<file path="src/rtl/can_fc_pkg.sv">
package can_fc_pkg;
   typedef enum logic [1:0] {
      FC_ACTIVE  = 2'b00,
      FC_PASSIVE = 2'b01,
      FC_BUSOFF  = 2'b10
   } fc_state_e;
endpackage

</file>
<file path="src/rtl/can_fc_txcnt.sv">
module can_fc_txcnt #(
   parameter int CNT_W      = 8,
   parameter int ERR_STEP   = 8,
   parameter int REC_TARGET = 128
) (
   input  logic             clk,
   input  logic             rst_n,
   input  logic             busoff,
   input  logic             passive,
   input  logic             tx_err,
   input  logic             ack_err,
   input  logic             tx_ok,
   input  logic             wr,
   input  logic [CNT_W-1:0] wdata,
   input  logic             rec_step,
   output logic [CNT_W-1:0] tx_q,
   output logic [CNT_W-1:0] tx_nxt,
   output logic             ovf,
   output logic             rec_done
);
   localparam int               SUM_W  = CNT_W + 1;
   localparam logic [SUM_W-1:0] STEP_V = SUM_W'(ERR_STEP);
   localparam logic [CNT_W-1:0] LAST_V = CNT_W'(REC_TARGET - 1);

   logic [SUM_W-1:0] sum;
   logic             err_hit;

   always_comb begin
      err_hit = tx_err | (ack_err & ~passive);
      sum     = {1'b0, tx_q};
      if (err_hit)
         sum = {1'b0, tx_q} + STEP_V;
      else if (tx_ok && tx_q != '0)
         sum = {1'b0, tx_q} - SUM_W'(1);
      ovf      = ~busoff & ~wr & sum[CNT_W];
      rec_done = busoff & rec_step & (tx_q == LAST_V);
      if (busoff) begin
         if (rec_done)
            tx_nxt = '0;
         else if (rec_step)
            tx_nxt = tx_q + CNT_W'(1);
         else
            tx_nxt = tx_q;
      end else if (wr) begin
         tx_nxt = wdata;
      end else if (sum[CNT_W]) begin
         tx_nxt = '0;
      end else begin
         tx_nxt = sum[CNT_W-1:0];
      end
   end

   always_ff @(posedge clk) begin
      if (!rst_n) tx_q <= '0;
      else        tx_q <= tx_nxt;
   end

   AST_ACK_IGNORED: assert property (@(posedge clk) disable iff (!rst_n)
      (passive && !busoff && ack_err && !tx_err && !wr) |=> (tx_q <= $past(tx_q)));
   AST_DOMINANT_KEEPS: assert property (@(posedge clk) disable iff (!rst_n)
      (busoff && !rec_step) |=> $stable(tx_q));
endmodule

</file>
<file path="src/rtl/can_fc_rxcnt.sv">
module can_fc_rxcnt #(
   parameter int CNT_W       = 8,
   parameter int SEVERE_STEP = 8,
   parameter int PASSIVE_AT  = 128,
   parameter int RX_RELOAD   = 127
) (
   input  logic             clk,
   input  logic             rst_n,
   input  logic             hold,
   input  logic             clr,
   input  logic             rx_err,
   input  logic             rx_severe,
   input  logic             rx_ok,
   input  logic             wr,
   input  logic [CNT_W-1:0] wdata,
   output logic [CNT_W-1:0] rx_q,
   output logic [CNT_W-1:0] rx_nxt
);
   localparam logic [CNT_W-1:0] P_V   = CNT_W'(PASSIVE_AT);
   localparam logic [CNT_W-1:0] REL_V = CNT_W'(RX_RELOAD);
   localparam logic [CNT_W-1:0] SEV_V = CNT_W'(SEVERE_STEP);

   always_comb begin
      if (clr)
         rx_nxt = '0;
      else if (hold)
         rx_nxt = rx_q;
      else if (wr)
         rx_nxt = wdata;
      else if (rx_q >= P_V)
         rx_nxt = rx_ok ? REL_V : rx_q;
      else if (rx_severe)
         rx_nxt = rx_q + SEV_V;
      else if (rx_err)
         rx_nxt = rx_q + CNT_W'(1);
      else if (rx_ok && rx_q != '0)
         rx_nxt = rx_q - CNT_W'(1);
      else
         rx_nxt = rx_q;
   end

   always_ff @(posedge clk) begin
      if (!rst_n) rx_q <= '0;
      else        rx_q <= rx_nxt;
   end

   AST_RX_CAPPED: assert property (@(posedge clk) disable iff (!rst_n)
      (rx_q >= P_V && !rx_ok && !wr && !clr) |=> $stable(rx_q));
   AST_RX_RELOAD: assert property (@(posedge clk) disable iff (!rst_n)
      (rx_q >= P_V && rx_ok && !hold && !wr && !clr) |=> (rx_q == REL_V));
endmodule

</file>
<file path="src/rtl/can_fc_recovery.sv">
module can_fc_recovery #(
   parameter int RUN_BITS = 11
) (
   input  logic clk,
   input  logic rst_n,
   input  logic run,
   input  logic bit_tick,
   input  logic bus_bit,
   output logic step
);
   localparam int RW = (RUN_BITS > 1) ? $clog2(RUN_BITS) : 1;

   generate
      if (RUN_BITS == 1) begin : g_direct
         assign step = run & bit_tick & bus_bit;
      end else begin : g_count
         localparam logic [RW-1:0] LAST_V = RW'(RUN_BITS - 1);
         logic [RW-1:0] cnt_q;

         assign step = run & bit_tick & bus_bit & (cnt_q == LAST_V);

         always_ff @(posedge clk) begin
            if (!rst_n || !run)
               cnt_q <= '0;
            else if (bit_tick) begin
               if (!bus_bit || cnt_q == LAST_V)
                  cnt_q <= '0;
               else
                  cnt_q <= cnt_q + RW'(1);
            end
         end

         AST_RUN_BOUND: assert property (@(posedge clk) disable iff (!rst_n)
            cnt_q <= LAST_V);
         AST_IDLE_CLEAR: assert property (@(posedge clk) disable iff (!rst_n)
            !run |=> (cnt_q == '0));
         AST_DOMINANT_CLEAR: assert property (@(posedge clk) disable iff (!rst_n)
            (run && bit_tick && !bus_bit) |=> (cnt_q == '0));
      end
   endgenerate
endmodule

</file>
<file path="src/rtl/can_fault_conf.sv">
module can_fault_conf
   import can_fc_pkg::*;
#(
   parameter int CNT_W         = 8,
   parameter int ERR_STEP      = 8,
   parameter int SEVERE_STEP   = 8,
   parameter int PASSIVE_AT    = 128,
   parameter int RX_RELOAD     = 127,
   parameter int RECESSIVE_RUN = 11,
   parameter int REC_TARGET    = 128
) (
   input  logic             clk,
   input  logic             rst_n,
   input  logic             tx_err,
   input  logic             ack_err,
   input  logic             tx_ok,
   input  logic             rx_err,
   input  logic             rx_severe,
   input  logic             rx_ok,
   input  logic             bit_tick,
   input  logic             bus_bit,
   input  logic             frz_en,
   input  logic             frz_wr_tx,
   input  logic             frz_wr_rx,
   input  logic [CNT_W-1:0] frz_data,
   output logic [CNT_W-1:0] tx_cnt,
   output logic [CNT_W-1:0] rx_cnt,
   output logic [1:0]       fc_state,
   output logic             busoff_irq
);
   localparam logic [CNT_W-1:0] P_V = CNT_W'(PASSIVE_AT);

   generate
      if (CNT_W < 2) begin : g_bad_width
         $error("CNT_W too small");
      end
      if (PASSIVE_AT >= (1 << CNT_W) || RX_RELOAD >= PASSIVE_AT) begin : g_bad_thresh
         $error("threshold or reload out of range");
      end
      if (PASSIVE_AT - 1 + SEVERE_STEP >= (1 << CNT_W)) begin : g_bad_severe
         $error("severe step can overflow receive count");
      end
      if (REC_TARGET < 1 || REC_TARGET >= (1 << CNT_W) || ERR_STEP < 1 || RECESSIVE_RUN < 1) begin : g_bad_rec
         $error("recovery or step parameters out of range");
      end
   endgenerate

   fc_state_e        st_q, st_d;
   logic             irq_q;
   logic             busoff, passive;
   logic             rec_step, rec_done, ovf;
   logic [CNT_W-1:0] tx_q, tx_nxt, rx_q, rx_nxt;

   assign busoff  = (st_q == FC_BUSOFF);
   assign passive = (st_q == FC_PASSIVE);

   can_fc_recovery #(.RUN_BITS(RECESSIVE_RUN)) u_rec (
      .clk(clk), .rst_n(rst_n), .run(busoff),
      .bit_tick(bit_tick), .bus_bit(bus_bit), .step(rec_step));

   can_fc_txcnt #(.CNT_W(CNT_W), .ERR_STEP(ERR_STEP), .REC_TARGET(REC_TARGET)) u_tx (
      .clk(clk), .rst_n(rst_n), .busoff(busoff), .passive(passive),
      .tx_err(tx_err), .ack_err(ack_err), .tx_ok(tx_ok),
      .wr(frz_en & frz_wr_tx), .wdata(frz_data), .rec_step(rec_step),
      .tx_q(tx_q), .tx_nxt(tx_nxt), .ovf(ovf), .rec_done(rec_done));

   can_fc_rxcnt #(.CNT_W(CNT_W), .SEVERE_STEP(SEVERE_STEP),
                  .PASSIVE_AT(PASSIVE_AT), .RX_RELOAD(RX_RELOAD)) u_rx (
      .clk(clk), .rst_n(rst_n), .hold(busoff), .clr(rec_done),
      .rx_err(rx_err), .rx_severe(rx_severe), .rx_ok(rx_ok),
      .wr(frz_en & frz_wr_rx), .wdata(frz_data),
      .rx_q(rx_q), .rx_nxt(rx_nxt));

   always_comb begin
      if (busoff)
         st_d = rec_done ? FC_ACTIVE : FC_BUSOFF;
      else if (ovf)
         st_d = FC_BUSOFF;
      else if (tx_nxt >= P_V || rx_nxt >= P_V)
         st_d = FC_PASSIVE;
      else
         st_d = FC_ACTIVE;
   end

   always_ff @(posedge clk) begin
      if (!rst_n) begin
         st_q  <= FC_ACTIVE;
         irq_q <= 1'b0;
      end else begin
         st_q  <= st_d;
         irq_q <= ovf;
      end
   end

   assign tx_cnt     = tx_q;
   assign rx_cnt     = rx_q;
   assign fc_state   = st_q;
   assign busoff_irq = irq_q;

   AST_PASSIVE_HIGH: assert property (@(posedge clk) disable iff (!rst_n)
      (!busoff && (tx_q >= P_V || rx_q >= P_V)) |-> passive);
   AST_ACTIVE_LOW: assert property (@(posedge clk) disable iff (!rst_n)
      (!busoff && tx_q < P_V && rx_q < P_V) |-> (st_q == FC_ACTIVE));
   AST_BUSOFF_ENTRY: assert property (@(posedge clk) disable iff (!rst_n)
      $rose(busoff) |-> (tx_q == '0 && irq_q));
   AST_IRQ_SINGLE: assert property (@(posedge clk) disable iff (!rst_n)
      irq_q |=> !irq_q);
   AST_RECOVER_CLEAR: assert property (@(posedge clk) disable iff (!rst_n)
      $fell(busoff) |-> (tx_q == '0 && rx_q == '0 && st_q == FC_ACTIVE));
endmodule

</file>
<file path="config.mk">
export PLATFORM = sky130hd
export DESIGN_NAME = can_fault_conf
export DESIGN_NICKNAME = d
export VERILOG_FILES = /design/src/rtl/can_fc_pkg.sv /design/src/rtl/can_fc_txcnt.sv /design/src/rtl/can_fc_rxcnt.sv /design/src/rtl/can_fc_recovery.sv /design/src/rtl/can_fault_conf.sv
export SDC_FILE = /design/constraint.sdc
export NUM_CORES = 1
export LEC_CHECK = 0
export CAP_MARGIN = 40
export CORE_UTILIZATION = 47
export CTS_CLUSTER_SIZE = 24
export DETAILED_ROUTE_END_ITERATION = 7
export PLACE_DENSITY = 0.75
export SLEW_MARGIN = 20
export SYNTH_ARGS = -nofsm -noshare
export SYNTH_HDL_FRONTEND = slang
export SYNTH_SLANG_ARGS = --single-unit
export TNS_END_PERCENT = 50
</file>
<file path="constraint.sdc">
create_clock -name clk -period 1.9 [get_ports clk]
set_clock_uncertainty 0.1 [all_clocks]
set_input_delay 0.38 -clock clk [delete_from_list [all_inputs] [get_ports clk]]
set_output_delay 0.38 -clock clk [all_outputs]
set_load 0.02 [all_outputs]
</file>
==> results.json, run 1 <==
{
  "outcome": "complete, but fails checks",
  "violations": "negative setup slack",
  "yosysWarnings": 0,
  "route.detailed.drc": 0,
  "cap_violations": 0,
  "crit_path_start_kind": "flip-flop",
  "endpoint": "u_tx.tx_q[0]",
  "layout_min_cycle_time_ns": 2.00,
  "cts_tree": "done",
  "power.share.sequential_pct": 28.0,
  "crit_family": "simple AND/OR/NAND/NOR gates",
  "worst-path-stages": 8,
  "r2r_slack_ns": -0.10,
  "insertion_delay_ns": 0.27,
  "synthXorXnorAreaFrac_pct": 3.59,
  "post-place-ws_ns": -0.385,
  "setup_viol": 13,
  "wl_met3_um": 391,
  "routed.top_layer": "met4",
  "cp-end-kind": "flip-flop",
  "holdCritStartpoint": "u_rec.g_count.cnt_q[2]",
  "p_per_area_nw_per_um2": 642,
  "port_buffers": 39,
  "areaGrowthSynthToFinish_pct": 71.1,
  "antenna_found_initial": 0,
  "async_flop_share_pct": 0,
  "clock_path_buffers": 2,
  "wl_um": 7270,
  "synthFlopType": "dfxtp_1",
  "synth-compound-area-share_pct": 26.2,
  "clkPwrFrac_pct": 15.1,
  "routedWlPerCell_um": 17.3,
  "cp_slowest_cell": "or3_4",
  "grt_max_degree": 14,
  "start_util_pct": 48.9,
  "hold_buffers": 0,
  "rr_startpoint": "u_tx.tx_q[0]",
  "cts_buffers": 3,
  "drive_gt1_share_pct": 39.1,
  "seqCellArea_um2": 487,
  "ant_nets": 0,
  "chipHeight_um": 66.5,
  "grt_pass1_vias": 2365,
  "arrival_ns": 2.07,
  "dr.pass1.iters": 4,
  "p_sw_share_pct": 39.2,
  "mostFrequentLayoutCell": "buf_4",
  "cp_max_fo": 5,
  "synth_top_family_by_area": "simple AND/OR/NAND/NOR gates",
  "hold_path.class": "reg -> reg",
  "final_util_pct": 83.6,
  "hold_slack_ns": 0.479,
  "synth_mux_area_share_pct": 3.20,
  "cts_max_level": 1,
  "hpwl_um": 5260,
  "grt_pass1_wl_um": 11100,
  "num_rows": 23,
  "worst_pin_slew_ns": 0.303,
  "vias": 2525,
  "cp.required_ns": 1.97,
  "synth_cell_types": 56,
  "yosys.area_share.simple_pct": 30.4,
  "layout.nets": 405,
  "switching_power_mw": 0.842,
  "grt_overflow": 0,
  "clkSlewWorstSetupHoldPaths_ns": 0.09,
  "multiInputGateArea_um2": 1670,
  "ff2ff_path_depth": 8,
  "irDropWorstVdd_mv": 0.530,
  "synth_edf_count": 0,
  "clock-sinks": 23,
  "netlist_instances": 260,
  "wl_met2_um": 3610,
  "met1Wirelength_um": 3070,
  "reg2reg_to": "u_tx.tx_q[0]",
  "critical_path.max_stage_delay_ns": 0.46,
  "vias_per_cell": 6.00,
  "report.power.total_mw": 2.15,
  "root_buffer": "clkbuf_8",
  "diodes": 0,
  "fmax_mhz": 500,
  "grt_usage_pct": 33.4,
  "p_leak_nw": 1.53,
  "fin_crit_sh_pct": 105,
  "io-pin-count": 40,
  "drt-initial-drc-count": 171,
  "core_um2": 4000,
  "worst_slack_ns": -0.101,
  "dieArea_um2": 4420,
  "pwr-share-comb_pct": 56.9,
  "synth_adder_area_share_pct": 7.68,
  "syn-cell-area_um2": 1950,
  "nFillCells": 241,
  "synth_area_per_cell_um2": 7.52,
  "internal_power_mw": 1.31,
  "crit_path_start": "u_tx.tx_q[0]",
  "routabilityCongestion": 0.907,
  "fp.dieW_um": 66.5,
  "ys_seq_area_share_pct": 23.6,
  "drv_slew": 0,
  "relSlewSlack_pct": 79.7,
  "rsz0062_at_grt": "yes",
  "syn_nets": 293,
  "ys_ff_latch": 23,
  "worstPathBufferInverterCount": 2,
  "crit_path_cell_trace": "buf_4 -> buf_6 -> ha_4 -> nand4b_1 -> or3_4 -> nand3_4 -> o221ai_2 -> a22o_1",
  "most-common-layout-cells": "buf_4 (74), nor2_1 (30), clkdlybuf4s50_1 (23)",
  "finalHoldViolCount": 0,
  "path_class": "reg -> reg"
}
==> worst min path at each step <==
stage | to | cells past startpoint
floorplan | u_tx.tx_q[2] | 2
global placement | u_rec.g_count.cnt_q[2] | 2
detailed placement | u_rec.g_count.cnt_q[2] | 2
CTS | u_rec.g_count.cnt_q[2] | 2
global route | u_rec.g_count.cnt_q[2] | 2
finish | u_rec.g_count.cnt_q[2] | 2
==> per-layer routing <==
layer | global-route usage [%] | up-vias
li1 | - | 1193
met1 | 42.7 | 1208
met2 | 55.5 | 104
met3 | 4.79 | 20
met4 | 14.4 | 0
met5 | 0 | -
==> cells by family (layout without fill, tap and decap cells) <==
kind of cell,after synthesis,count (layout)
AO/OA/AOI/OAI,77,77
XOR/XNOR,8,8
adder cells (fa/ha/maj),12,12
buffers and inverters,25,136
flip-flops,23,23
multiplexers,6,6
AND/OR/NAND/NOR,109,109
==> registers in the layout, summed over array words and instances (netlist names) <==
| register | cells |
|---|---|
| u_rx.rx_q | 8 |
| u_tx.tx_q | 8 |
| u_rec.g_count.cnt_q | 4 |
| fc_state | 2 |
| busoff_irq | 1 |
==> final cells by class <==
class                           instances  area share, %
Multi-Input combinational cell        212           49.9
Timing Repair Buffer                  118           30.4
Sequential cell                        23           14.6
Inverter                               14           1.87
Tap cell                               50           1.87
Clock buffer                            3           1.23
Clock inverter                          1          0.150
==> Yosys cell counts, drive strengths merged (2+ instances only) <==
master   n  area (µm²)
a211oi   2        20.0
a21oi   20         100
a22oi    3        22.5
a311oi   2        17.5
a31oi    3        18.8
a41oi    4        35.0
and2     2        12.5
and3     3        18.8
buf      5        30.0
clkbuf   6        22.5
dfxtp   23         460
ha      12         150
inv     14        52.6
mux2     2        22.5
mux2i    4        40.0
nand2   22        82.6
nand2b   5        31.3
nand3    9        50.1
nand3b   2        27.5
nand4    3        18.8
nand4b   2        17.5
nor2    31         116
nor2b    3        18.8
nor3     8        45.0
nor3b    2        15.0
nor4     5        37.5
o211ai   3        22.5
o21a     2        15.0
o21ai   19        98.9
o221ai   7        61.3
o22a     2        17.5
o22ai    2        12.5
or3      3        18.8
or3b     2        17.5
or4      4        33.8
xnor2    4        35.0
xor2     4        35.0
==> worst register-to-register path, delay by kind of cell (launching register included) <==
kind | cells | cell delay [ns]
AOI/OAI and AO/OA | 2 | 0.30
adders and majority gates | 1 | 0.14
buffers and inverters | 2 | 0.23
DFF | 1 | 0.37
and+or+nand+nor | 3 | 0.77
==> what timing repair did <==
item,in CTS,in global routing
setup endpoints to repair,20,27
gates resized for setup,32,37
setup buffers,7,3
pin swaps,19,19
==> power groups by stage <==
| stage | clock [mW] | sequential, mW | combinational [mW] |
|---|---|---|---|
| 2_1_floorplan | 0 | 0.693 | 0.455 |
| 3_3_place_gp | 0 | 0.597 | 0.988 |
| 3_5_place_dp | 0 | 0.602 | 1.02 |
| 4_1_cts | 0.329 | 0.594 | 1.11 |
| 5_1_grt | 0.356 | 0.605 | 1.31 |
| 6_report | 0.324 | 0.601 | 1.22 |
==> per-stage QoR <==
step	instances	TNS, ns	cell area, µm²
final	421	-0.506	3340
after global routing	421	-1.73	3340
after floorplan	260	-0.0485	2060
after global placement	407	-5.01	2970
after CTS	418	-0.148	3180
after detailed placement	407	-5.40	2970
(Power assumes the default switching activity.)
==> run 2, diff against run 1 <==
--- a/config.mk
+++ b/config.mk
@@ -5,11 +5,11 @@
 export SDC_FILE = /design/constraint.sdc
 export NUM_CORES = 1
 export LEC_CHECK = 0
-export CAP_MARGIN = 40
-export CORE_UTILIZATION = 47
+export CAP_MARGIN = 30
+export CORE_UTILIZATION = 56
 export CTS_CLUSTER_SIZE = 24
 export DETAILED_ROUTE_END_ITERATION = 7
-export PLACE_DENSITY = 0.75
+export PLACE_DENSITY = 0.84
 export SLEW_MARGIN = 20
 export SYNTH_ARGS = -nofsm -noshare
 export SYNTH_HDL_FRONTEND = slang
==> constraint.sdc (replaced) <==
create_clock -name clk -period 2.4 [get_ports clk]
set_clock_uncertainty 0.1 [all_clocks]
set_input_delay 0.48 -clock clk [delete_from_list [all_inputs] [get_ports clk]]
set_output_delay 0.48 -clock clk [all_outputs]
set_load 0.02 [all_outputs]
==> run 2 against run 1 <==
The run now ends clean. Clock power fell by 38%. Critical path type unchanged. Final cell count fell by 13%. Highest routed layer unchanged. Worst hold slack got worse by 0.021 ns.
==> results.json, run 2 (same netlist as run 1, synthesis figures left out) <==
{
  "fin_setup_tns_ns": 0,
  "drt-initial-drc-count": 198,
  "route.detailed.drc": 0,
  "hpwl_um": 4490,
  "grt_pass1_vias": 1966,
  "ff2ff_path_depth": 8,
  "grt_pass1_wl_um": 9050,
  "cts_tree": "done",
  "fin_crit_sh_pct": 93.5,
  "ctsResizeCount": 0,
  "fp.dieW_um": 61.1,
  "grt_use_met3_pct": 5.67,
  "relSlewSlack_pct": 68.0,
  "drv_slew": 0,
  "rsz0062_at_grt": "no",
  "diodes": 0,
  "grt_max_degree": 13,
  "use_met2_pct": 50.2,
  "layout.nets": 356,
  "cts_setup_buffers": 0,
  "worstHoldPathCells": 2,
  "report.power.total_mw": 1.34,
  "mostFrequentLayoutCell": "clkdlybuf4s50_1",
  "cp-end-kind": "flip-flop",
  "cp.required_ns": 2.53,
  "dp.cells": 364,
  "outcome": "finished, final reports clean",
  "vias_per_cell": 6.16,
  "start_util_pct": 58.6,
  "routedWlPerCell_um": 15.6,
  "grt_use_met1_pct": 46.8,
  "cp_max_fo": 5,
  "dieArea_um2": 3730,
  "nFillCells": 256,
  "p_per_area_nw_per_um2": 513,
  "hold_buffers": 0,
  "layout_min_cycle_time_ns": 2.24,
  "grt_overflow": 0,
  "cap_violations": 0,
  "clock_path_buffers": 2,
  "finalHoldViolCount": 0,
  "p_leak_nw": 1.05,
  "ant_nets": 0,
  "insertion_delay_ns": 0.33,
  "arrival_ns": 2.37,
  "port_buffers": 39,
  "most-common-layout-cells": "clkdlybuf4s50_1 (39), nor2_1 (31), buf_4 (30)",
  "drive_gt1_share_pct": 14.9,
  "crit_path_start_kind": "flip-flop",
  "final_cells": 368,
  "areaGrowthSynthToFinish_pct": 34.0,
  "root_buffer": "clkbuf_4",
  "wl_um": 5730,
  "io-pin-count": 40,
  "fmax_mhz": 446,
  "hold_path.class": "reg -> reg",
  "chipHeight_um": 61.1,
  "clkSlewWorstSetupHoldPaths_ns": 0.14,
  "setup_viol": 0,
  "path_class": "reg -> reg",
  "num_rows": 21,
  "vias": 2266,
  "antenna_found_initial": 0,
  "core_um2": 3340,
  "worst_pin_slew_ns": 0.478,
  "dr.pass1.iters": 5,
  "cts_buffers": 3,
  "cts_max_level": 1,
  "irDropWorstVdd_mv": 0.379,
  "routabilityCongestion": 0.891,
  "top_regs": "u_rx.rx_q (8), u_tx.tx_q (8), u_rec.g_count.cnt_q (4)",
  "grt_usage_pct": 32.6,
  "busiest_layer": "met2",
  "clock-sinks": 23
}
## run 2: changes by cell type in the layout (fill, tap and decap cells not counted), sizes merged
cell and change:
buf -49, clkdlybuf4s50 +16, clkbuf +1, clkinv -1, dlygate4sd2 -7, dlymetal6s2s -9
## run 2: worst paths after layout
kind,start,endpoint,slack (ns)
setup / recovery,u_rx.rx_q[1],u_rx.rx_q[4],0.16
setup reg to reg,u_rx.rx_q[1],u_rx.rx_q[4],0.16
hold reg to reg,u_rec.g_count.cnt_q[1],u_rec.g_count.cnt_q[1],0.46
hold / removal,u_rec.g_count.cnt_q[1],u_rec.g_count.cnt_q[1],0.46
## run 2: layout make-up
| type | instances | area, µm² | area share [%] |
|---|---|---|---|
| Tap cell | 46 | 57.6 | 2.20 |
| Clock buffer | 4 | 26.3 | 1.00 |
| Timing Repair Buffer | 69 | 616 | 23.5 |
| Multi-Input combinational cell | 212 | 1410 | 53.7 |
| Sequential cell | 23 | 462 | 17.6 |
| Inverter | 14 | 52.6 | 2.01 |
## run 2: report_power, final
group,switching [mW],internal (mW),leakage [nW]
Combinational,0.353,0.315,0.842
Clock,0.137,0.0653,0.0150
Sequential,0.0502,0.423,0.189
## run 2: through the flow
step | hold WS, ns | worst slack [ns] | cell area, µm² | util [%]
floorplan | 0.396 | 0.200 | 1950 | -
global placement | 0.424 | -0.00634 | 2570 | 77.2
detailed placement | 0.440 | -0.0772 | 2570 | 77.2
CTS | 0.466 | 0.131 | 2600 | 78.0
global route | 0.489 | 0.0111 | 2620 | 78.5
finish | 0.459 | 0.157 | 2620 | 78.5
## run 2: metal layers
metal	part of all wire, %	up-vias
met5	0	-
met4	0.99	0
met3	9.1	6
met2	47	121
met1	43	1040
li1	-	1099
## run 2: critical path: stages (launching register included)
cell,delay (ns)
dfxtp_1,0.34
inv_1,0.11
ha_1,0.17
or3b_2,0.51
o21ai_2,0.18
nor4_1,0.06
a41oi_1,0.29
mux2i_1,0.29
a211oi_2,0.09
==> run 3, diff against run 2 <==
--- a/config.mk
+++ b/config.mk
@@ -10,6 +10,7 @@
 export CTS_CLUSTER_SIZE = 24
 export DETAILED_ROUTE_END_ITERATION = 7
 export PLACE_DENSITY = 0.84
+export SETUP_SLACK_MARGIN = 0.2
 export SLEW_MARGIN = 20
 export SYNTH_ARGS = -nofsm -noshare
 export SYNTH_HDL_FRONTEND = slang
==> run 3 against run 2 <==
Sequential cell count stayed put. Register-to-register slack gained 0.03 ns. Die area unchanged. Clock power barely moved. Fmax grew 1.5%. Global-route usage is 0.088 points higher. Via count up 2.3%. Critical path depth unchanged. Design area rose by 2.9%. Wire length increased by 5.6%. Largest cell class unchanged.
==> results.json, run 3 (same netlist as run 1, synthesis figures left out) <==
{
  "vias_per_cell": 6.20,
  "p_sw_share_pct": 40.0,
  "routabilityCongestion": 0.891,
  "routedWlPerCell_um": 16.2,
  "top_regs": "u_rx.rx_q (8), u_tx.tx_q (8), u_rec.g_count.cnt_q (4)",
  "irDropWorstVdd_mv": 0.376,
  "most-common-layout-cells": "clkdlybuf4s50_1 (39), buf_4 (36), nor2_1 (31)",
  "cp-end-kind": "flip-flop",
  "start_util_pct": 58.6,
  "hold_path.class": "reg -> reg",
  "layout_min_cycle_time_ns": 2.21,
  "fin_area_um2": 2700,
  "hold_buffers": 0,
  "cap_violations": 0,
  "finalHoldViolCount": 0,
  "dp.cells": 364,
  "clkSlewWorstSetupHoldPaths_ns": 0.14,
  "mostFrequentLayoutCell": "clkdlybuf4s50_1",
  "arrival_ns": 2.35,
  "vias": 2317,
  "grt_overflow": 0,
  "num_rows": 21,
  "fp.dieW_um": 61.1,
  "grt_pass1_wl_um": 9070,
  "cts_tree": "done",
  "ant_nets": 0,
  "relSlewSlack_pct": 68.1,
  "report.power.total_mw": 1.38,
  "antenna_found_initial": 0,
  "cts_max_level": 1,
  "cp.required_ns": 2.54,
  "core_um2": 3340,
  "dr.pass1.iters": 5,
  "grt_usage_pct": 32.7,
  "hold_slack_ns": 0.433,
  "port_buffers": 39,
  "clock_path_buffers": 2,
  "place_area_um2": 2570,
  "clock-sinks": 23,
  "fin_setup_tns_ns": 0,
  "fmax_mhz": 453,
  "internal_power_mw": 0.828,
  "drt-initial-drc-count": 186,
  "wl_um": 6050,
  "crit_path_start_kind": "flip-flop",
  "drive_gt1_share_pct": 19.8,
  "areaGrowthSynthToFinish_pct": 37.9,
  "worst_slack_ns": 0.190,
  "layout.nets": 362,
  "path_class": "reg -> reg",
  "outcome": "finished, final reports clean",
  "drv_slew": 0,
  "pwr-share-comb_pct": 50.9,
  "clkPwrFrac_pct": 14.7,
  "cts_buffers": 3,
  "setup_viol": 0,
  "fin_crit_sh_pct": 92.1,
  "worst_pin_slew_ns": 0.477,
  "final_cells": 374,
  "crit_path_start": "u_rec.g_count.cnt_q[0]",
  "grt_max_degree": 13,
  "cp_max_fo": 5,
  "diodes": 0,
  "root_buffer": "clkbuf_4",
  "post-place-ws_ns": -0.0772,
  "io-pin-count": 40,
  "power.share.sequential_pct": 34.4,
  "holdCritStartpoint": "u_rx.rx_q[1]",
  "switching_power_mw": 0.553,
  "chipHeight_um": 61.1,
  "dieArea_um2": 3730,
  "hpwl_um": 4490,
  "rsz0062_at_grt": "yes",
  "final_util_pct": 80.8,
  "p_leak_nw": 1.08,
  "route.detailed.drc": 0,
  "insertion_delay_ns": 0.33,
  "grt_pass1_vias": 1969,
  "p_per_area_nw_per_um2": 513,
  "rr_startpoint": "u_rec.g_count.cnt_q[0]"
}
==> run 3: cell types whose count changed in the layout (fill, tap and decap cells not counted), moves of 2 or more <==
cell	previous run	this run
buf_4	30	36
dfxtp_1	22	18
dfxtp_2	1	4
ha_1	12	10
ha_2	0	2
inv_1	14	12
inv_2	0	2
==> run 3: power groups by stage <==
stage               registers [mW]  clock network [mW]  logic, mW
floorplan                    0.533                   0      0.334
global placement             0.479                   0      0.632
detailed placement           0.480                   0      0.648
CTS                          0.472               0.203      0.653
global route                 0.482               0.222      0.760
finish                       0.475               0.203      0.703
==> run 3: final cells by class <==
class / count / area (µm²)
clock buffers: 4 / 26.3
fillers: 239 / 642
inverters: 14 / 52.6
multi-input cells: 212 / 1430
flip-flops and latches: 23 / 469
well taps: 46 / 57.6
repair buffers: 75 / 661
==> run 3: what timing repair did <==
| item | 4_1_cts | 5_1_grt |
|---|---|---|
| resized for setup | 1 | 18 |
| pin swaps | 0 | 3 |
| endpoints found under the hold margin | 0 | 0 |
| setup endpoints to repair | 3 | 17 |
| buffers inserted | 0 | 6 |
==> run 3: final timing paths <==
check / end / cells after the start / slack [ns]
setup / recovery: u_tx.tx_q[0] / 8 / 0.19
hold / removal: u_rx.rx_q[1] / 2 / 0.43
setup reg to reg: u_tx.tx_q[0] / 8 / 0.19
hold reg to reg: u_rx.rx_q[1] / 2 / 0.43
==> run 3: worst max-delay path, cell delays in order (launching register included) <==
cell,delay [ns]
dfxtp_2,0.35
inv_1,0.08
ha_2,0.21
nand3b_4,0.11
or3_4,0.41
or3_1,0.39
nand3_1,0.15
o221ai_2,0.12
a22o_1,0.20
==> run 3: metal layers <==
metal | up-vias | routed length, µm | track usage (%)
met2 | 128 | 2800 | 50.5
met1 | 1072 | 2610 | 46.8
li1 | 1104 | - | -
met4 | 0 | 114 | 9.42
met3 | 13 | 525 | 5.67
met5 | - | 0 | 0
